File: config.mk
export PLATFORM = sky130hd
export DESIGN_NAME = memwin_decoder
export DESIGN_NICKNAME = d
export VERILOG_FILES = /design/src/rtl/memwin_pkg.sv /design/src/rtl/memwin_initreg.sv /design/src/rtl/memwin_ram_window.sv /design/src/rtl/memwin_ee_window.sv /design/src/rtl/memwin_decoder.sv
export SDC_FILE = /design/constraint.sdc
export NUM_CORES = 1
export LEC_CHECK = 0
export BUFFER_PORTS_ARGS = -buffer_cell sky130_fd_sc_hd__buf_2
export CORE_MARGIN = 1.5
export CORE_UTILIZATION = 34
export CTS_BUF_LIST = sky130_fd_sc_hd__clkbuf_16
export CTS_CLUSTER_SIZE = 14
export DETAILED_ROUTE_END_ITERATION = 6
export GPL_TIMING_DRIVEN = 0
export PLACE_DENSITY = 0.84
export RECOVER_POWER = 100
export SETUP_SLACK_MARGIN = 0.05
export SLEW_MARGIN = 20
export SYNTH_ARGS = -nofsm -noshare
export SYNTH_HDL_FRONTEND = slang
export SYNTH_SLANG_ARGS = --single-unit
File: constraint.sdc
create_clock -name clk -period 1.42 [get_ports clk]
set_input_delay 0.071 -clock clk [delete_from_list [all_inputs] [get_ports clk]]
set_output_delay 0.071 -clock clk [all_outputs]
set_load 0.05 [all_outputs]
File: src/rtl/memwin_pkg.sv
package memwin_pkg;

  localparam int ADDR_W = 16;
  localparam int CFG_W  = 8;
  localparam int BASE_W = 5;

  // Stored fields of a placement register
  typedef struct packed {
    logic [BASE_W-1:0] base;  // address bits 15..11
    logic              flag;  // RAM: alignment, EEPROM: enable
  } memwin_cfg_t;

  function automatic memwin_cfg_t cfg_from_byte(input logic [CFG_W-1:0] b);
    memwin_cfg_t c;
    c.base = b[7:3];
    c.flag = b[0];
    return c;
  endfunction

  function automatic logic [CFG_W-1:0] cfg_to_byte(input memwin_cfg_t c);
    return {c.base, 2'b00, c.flag};
  endfunction

  function automatic logic [ADDR_W-1:0] base_addr(input memwin_cfg_t c);
    return {c.base, {(ADDR_W-BASE_W){1'b0}}};
  endfunction

  // Round an address down to a power-of-two size
  function automatic logic [ADDR_W-1:0] align_down(input logic [ADDR_W-1:0] a,
                                                   input logic [ADDR_W-1:0] mask);
    return a & ~mask;
  endfunction

endpackage

File: src/rtl/memwin_initreg.sv
module memwin_initreg
  import memwin_pkg::*;
#(
  parameter logic [CFG_W-1:0] RESET_VAL = 8'h00
) (
  input  logic              clk,
  input  logic              rst_n,
  input  logic              wr,
  input  logic [CFG_W-1:0]  din,
  output memwin_cfg_t       cfg,
  output logic [CFG_W-1:0]  rdata
);

  memwin_cfg_t cfg_q;

  always_ff @(posedge clk or negedge rst_n) begin
    if (!rst_n)  cfg_q <= cfg_from_byte(RESET_VAL);
    else if (wr) cfg_q <= cfg_from_byte(din);
  end

  assign cfg   = cfg_q;
  assign rdata = cfg_to_byte(cfg_q);

endmodule

File: src/rtl/memwin_ram_window.sv
module memwin_ram_window
  import memwin_pkg::*;
#(
  parameter int RAM_KB = 12,
  parameter int OFF_W  = 14
) (
  input  memwin_cfg_t        cfg,
  input  logic [ADDR_W-1:0]  addr,
  output logic               hit,
  output logic [OFF_W-1:0]   off,
  output logic [ADDR_W-1:0]  win_start
);

  localparam int RAM_BYTES = RAM_KB * 1024;

  generate
    if (RAM_KB == 12) begin : g_slot12
      localparam logic [ADDR_W-1:0] SLOT_MASK = 16'h3FFF;
      localparam logic [13:0]       GAP       = 14'h1000;
      localparam logic [13:0]       SPAN      = 14'h3000;
      logic [ADDR_W-1:0] slot_start;
      logic              in_slot;
      logic [13:0]       slot_off;

      always_comb begin
        slot_start = align_down(base_addr(cfg), SLOT_MASK);
        in_slot    = align_down(addr, SLOT_MASK) == slot_start;
        slot_off   = addr[13:0];
        if (cfg.flag) begin
          hit       = in_slot && (slot_off >= GAP);
          off       = OFF_W'(slot_off - GAP);
          win_start = slot_start | {2'b00, GAP};
        end else begin
          hit       = in_slot && (slot_off < SPAN);
          off       = OFF_W'(slot_off);
          win_start = slot_start;
        end
      end
    end else begin : g_pow2
      localparam logic [ADDR_W-1:0] SIZE_MASK = ADDR_W'(RAM_BYTES - 1);
      always_comb begin
        win_start = align_down(base_addr(cfg), SIZE_MASK);
        hit       = align_down(addr, SIZE_MASK) == win_start;
        off       = addr[OFF_W-1:0];
      end
    end
  endgenerate

endmodule

File: src/rtl/memwin_ee_window.sv
module memwin_ee_window
  import memwin_pkg::*;
#(
  parameter int EE_KB = 4,
  parameter int OFF_W = 12
) (
  input  memwin_cfg_t        cfg,
  input  logic [ADDR_W-1:0]  addr,
  output logic               hit,
  output logic [OFF_W-1:0]   off,
  output logic [ADDR_W-1:0]  win_start
);

  localparam int EE_BYTES = EE_KB * 1024;
  localparam logic [ADDR_W-1:0] SIZE_MASK = ADDR_W'(EE_BYTES - 1);

  always_comb begin
    win_start = align_down(base_addr(cfg), SIZE_MASK);
    hit       = cfg.flag && (align_down(addr, SIZE_MASK) == win_start);
    off       = addr[OFF_W-1:0];
  end

endmodule

File: src/rtl/memwin_decoder.sv
module memwin_decoder
  import memwin_pkg::*;
#(
  parameter int RAM_KB    = 12,
  parameter int EE_KB     = 4,
  parameter int RAM_OFF_W = $clog2(RAM_KB * 1024),
  parameter int EE_OFF_W  = $clog2(EE_KB * 1024)
) (
  input  logic                 clk,
  input  logic                 rst_n,
  input  logic                 wr_en,
  input  logic                 wr_to_ee,
  input  logic [7:0]           wr_data,
  input  logic [15:0]          addr,
  output logic [7:0]           ram_cfg_q,
  output logic [7:0]           ee_cfg_q,
  output logic                 ram_sel,
  output logic [RAM_OFF_W-1:0] ram_off,
  output logic                 ee_sel,
  output logic [EE_OFF_W-1:0]  ee_off
);

  memwin_cfg_t ram_cfg, ee_cfg;
  logic ram_wr, ee_wr;

  // Named internal events for the checker
  logic                 ram_hit, ee_hit, ee_blocked;
  logic [RAM_OFF_W-1:0] ram_raw_off;
  logic [EE_OFF_W-1:0]  ee_raw_off;
  logic [15:0]          ram_start, ee_start;

  assign ram_wr = wr_en && !wr_to_ee;
  assign ee_wr  = wr_en &&  wr_to_ee;

  memwin_initreg #(.RESET_VAL(8'h09)) u_ram_reg (
    .clk(clk), .rst_n(rst_n), .wr(ram_wr), .din(wr_data),
    .cfg(ram_cfg), .rdata(ram_cfg_q)
  );

  memwin_initreg #(.RESET_VAL(8'h00)) u_ee_reg (
    .clk(clk), .rst_n(rst_n), .wr(ee_wr), .din(wr_data),
    .cfg(ee_cfg), .rdata(ee_cfg_q)
  );

  memwin_ram_window #(.RAM_KB(RAM_KB), .OFF_W(RAM_OFF_W)) u_ram_win (
    .cfg(ram_cfg), .addr(addr), .hit(ram_hit), .off(ram_raw_off),
    .win_start(ram_start)
  );

  memwin_ee_window #(.EE_KB(EE_KB), .OFF_W(EE_OFF_W)) u_ee_win (
    .cfg(ee_cfg), .addr(addr), .hit(ee_hit), .off(ee_raw_off),
    .win_start(ee_start)
  );

  // RAM has priority over EEPROM
  assign ee_blocked = ee_hit && ram_hit;
  assign ram_sel    = ram_hit;
  assign ee_sel     = ee_hit && !ee_blocked;
  assign ram_off    = ram_sel ? ram_raw_off : '0;
  assign ee_off     = ee_sel  ? ee_raw_off  : '0;

endmodule

==> impl_metrics.toml <==
[logic_synthesis]
asyncSetResetFlopFracSynth = 1.00
synth_commonest_cells = "and2_1, nand2_1, mux2_2, nor3_1, dfrtp_1"
synth.largest_area_cell = "dfrtp_1"
synth_sequential_area_ratio = 0.355
synth_compound_area_frac = 0
largest_family_of_logic_cells_by_synthesized_area = "simple AND/OR/NAND/NOR gates"
synth_simple_gate_area_share = 0.273
mean_post_synth_cell_area_um2 = 9.48
postSynth.topFlopCell = "dfrtp_1"
muxShareOfSynthArea = 0.188
ys_types = 21
synth_edf_count = 0
synth_top_area_share = 0.293
leading_cell_types_by_total_area_after_synthesis = "dfrtp_1, mux2_2, and2_1, nor3_1, dfstp_2"
cell_area_after_synthesis_um2 = 853
ys_seq_elements = 12
post_synth_xor_area_fraction = 0.0718
synthesis.instances = 90
synthesis.yosys.warnings = 0
adder_cell_area_share_of_the_yosys_netlist = 0.0293

[route]
initial_detailed_routing_violation_count = 14
drc = 0
overall_via_count_from_detail_route = 947
via_per_inst = 4.76
totalWireLength_um = 2980
drtPass1Iterations = 4
drt.antenna.violating_nets = 0
drt-wirelength-per-cell_um = 14.9

[status]
failing_checks = "setup timing"
run_status = "finished with violations"

[timing]
worst_slew_pin_slew_ns = 0.629
fmax_ghz = 0.513
finalWorstSetupSlack_ns = -0.531
finalSetupViolations = 28
rsz_0062_raised_after_global_routing = "yes"
max_slew_margin = 0.580
finalWorstPathRequiredPeriod_ns = 1.95
fin_crit_sh = 1.37
final_hold_viol_count = 0
fin_worst_skew_ns = 0
final_max_slew_viol_count = 0
final.setup.tns_ns = -13.38

[layout]
finalNonFillerCells = 199
fillCellCount = 145
stdcell_area_mm2 = 0.00186
drive_above_1_share = 0.713
layout.nets = 202
syn_to_final_growth_pct = 118
antenna-diode-count = 0

[global_route]
grt_util_all_layers = 0.227
grt_first_pass_wirelength_um = 4570
globalRouteOverflowTotal = 0
globalRouteMet2Util = 0.446
number_of_global_route_vias_before_repair = 963
busiest_layer = "met2"
use_met1 = 0.237
antenna_found_initial = 0
grt_max_degree = 13
gr-usage-met3 = 0.0508

[power]
irDropWorstVdd_v = 0.00123
power_frac_comb = 0.558
p_sw_frac = 0.430
total_power_w = 0.00216
total_switching_power_w = 0.000930
total_leakage_power_nw = 0.836
p_int_w = 0.00123
seqPwrFrac = 0.210
clock_power_share = 0.232
power_density_mw_per_mm2 = 1160

[clock_network]
cts.clk_slew.worst_paths_ns = 0.04
tritoncts = "built"
numCtsBuffers = 3
cts.path.max_buffers = 2
clock_insertion_delay_worst_skew_ns = 0.24
cts_max_level = 1
cts_num_sinks = 12
clk_root_buffer_cell = "clkbuf_16"

[placed_design]
post_dp_cell_area_mm2 = 0.00144
io_buffer_count = 65
finalWeightedCongestion = 0.682
post-place-cells = 186
dp_slack_ns = -0.630
dp.final_hpwl_um = 1930

[die]
dieArea_mm2 = 0.00282
fp-row-count = 17
chipWidth_um = 53.1
die-height_um = 53.1
initial_core_util = 0.371
core_area_mm2 = 0.00230
io-pin-count = 72

[worst_setup_path]
startpoint_type = "flop"
worstPathRequired_ns = 1.35
crit-reg2reg-launch = "u_ram_reg.cfg[0]"
worstPathArrival_ns = 1.88
crit_path_max_fanout = 7
critical_path.startpoint = "u_ram_reg.cfg[0]"
timing.setup.critical_path_class = "reg2out"
critical_path.endpoint_type = "output pin"

[worst_hold_path]
min_from = "wr_data[0]"
min_path_type = "in2reg"

[run]
number_of_max_cap_violations = 0
## area by class of cell
class | instances | area (um^2) | area share
Clock buffer | 3 | 75.1 | 0.0404
Multi-Input combinational cell | 70 | 706 | 0.380
Inverter | 2 | 7.51 | 0.00404
Timing Repair Buffer | 74 | 633 | 0.341
Buffer | 9 | 82.6 | 0.0445
Clock inverter | 1 | 3.75 | 0.00202
Tap cell | 28 | 35.0 | 0.0189
Sequential cell | 12 | 314 | 0.169
## layout by cell type, fill, tap and decap left out
| master | instances |
|---|---|
| mux2_4 | 1 |
| ha_1 | 2 |
| buf_12 | 2 |
| buf_4 | 8 |
| nor2b_1 | 1 |
| dfstp_2 | 1 |
| clkbuf_16 | 3 |
| xnor2_1 | 4 |
| mux2_2 | 12 |
| nor3b_4 | 1 |
| nand4_1 | 1 |
| xnor2_2 | 1 |
| clkbuf_1 | 15 |
| dfrtp_2 | 6 |
| dfstp_4 | 1 |
| buf_8 | 13 |
| nor4_4 | 1 |
| and2_2 | 4 |
| mux2i_1 | 1 |
| nand2_1 | 13 |
| nor3_4 | 13 |
| dlygate4sd3_1 | 1 |
| conb_1 | 4 |
| buf_6 | 20 |
| dfrtp_1 | 4 |
| clkbuf_8 | 1 |
| and2_4 | 9 |
| inv_1 | 3 |
| xor2_2 | 2 |
| buf_2 | 23 |
## worst paths after layout
path,endpoint,slack (ns),cells past startpoint
min,u_ee_reg.cfg[0],0.08,2
min in group asynchronous,u_ram_reg.cfg[2],0.39,2
min reg2reg,u_ee_reg.cfg[1],0.52,1
max,ram_off[6],-0.53,6
max in group asynchronous,u_ram_reg.cfg[4],0.58,2
max reg2reg,u_ram_reg.cfg[0],0.37,3
## sequential cells by signal (all words and copies together), names as in the netlist
register,cells
u_ee_reg.cfg,6
u_ram_reg.cfg,6
## cell families after synthesis
logic type / after synthesis
AND/OR/NAND/NOR: 43
multiplexers: 14
flip-flops: 12
buffers and inverters: 11
XOR/XNOR: 7
adder cells (fa/ha/maj): 2
other: 1
## worst max-delay path, stage by stage, from the launching register on
cell	delay [ns]
dfstp_4	0.61
mux2_4	0.31
nor3_4	0.15
buf_6	0.14
buf_6	0.11
and2_2	0.17
buf_8	0.14
## stage by stage
step	util	hold WS [ns]
floorplan	-	-0.225
global placement	0.625	-0.0486
detailed placement	0.625	-0.0431
CTS	0.816	0.0807
global route	0.808	0.0782
finish	0.808	0.0814
## metal layers
layer | vias to the layer above | share of wire | wire [um]
met5 | - | 0 | 0
li1 | 451 | - | -
met3 | 2 | 0.089 | 265
met1 | 437 | 0.37 | 1100
met4 | 0 | 0.0071 | 21
met2 | 57 | 0.53 | 1590
## repair_timing
item                                    CTS  global route
pin swaps                                 5             0
cloned                                    1             0
gates resized for setup                  82             6
endpoints found under the setup margin   28            29
endpoints found under the hold margin    12             0
buffers inserted                          8             0
hold buffers                              1             0
## power groups by stage
stage                     Combinational, W  Clock, W  Sequential [W]
after floorplan                   0.000590         0        0.000637
after global placement            0.000950         0        0.000455
after detailed placement          0.000968         0        0.000459
after CTS                          0.00121  0.000511        0.000454
after global routing               0.00126  0.000541        0.000461
final                              0.00121  0.000502        0.000454
Power figures use the tool's default switching activity.
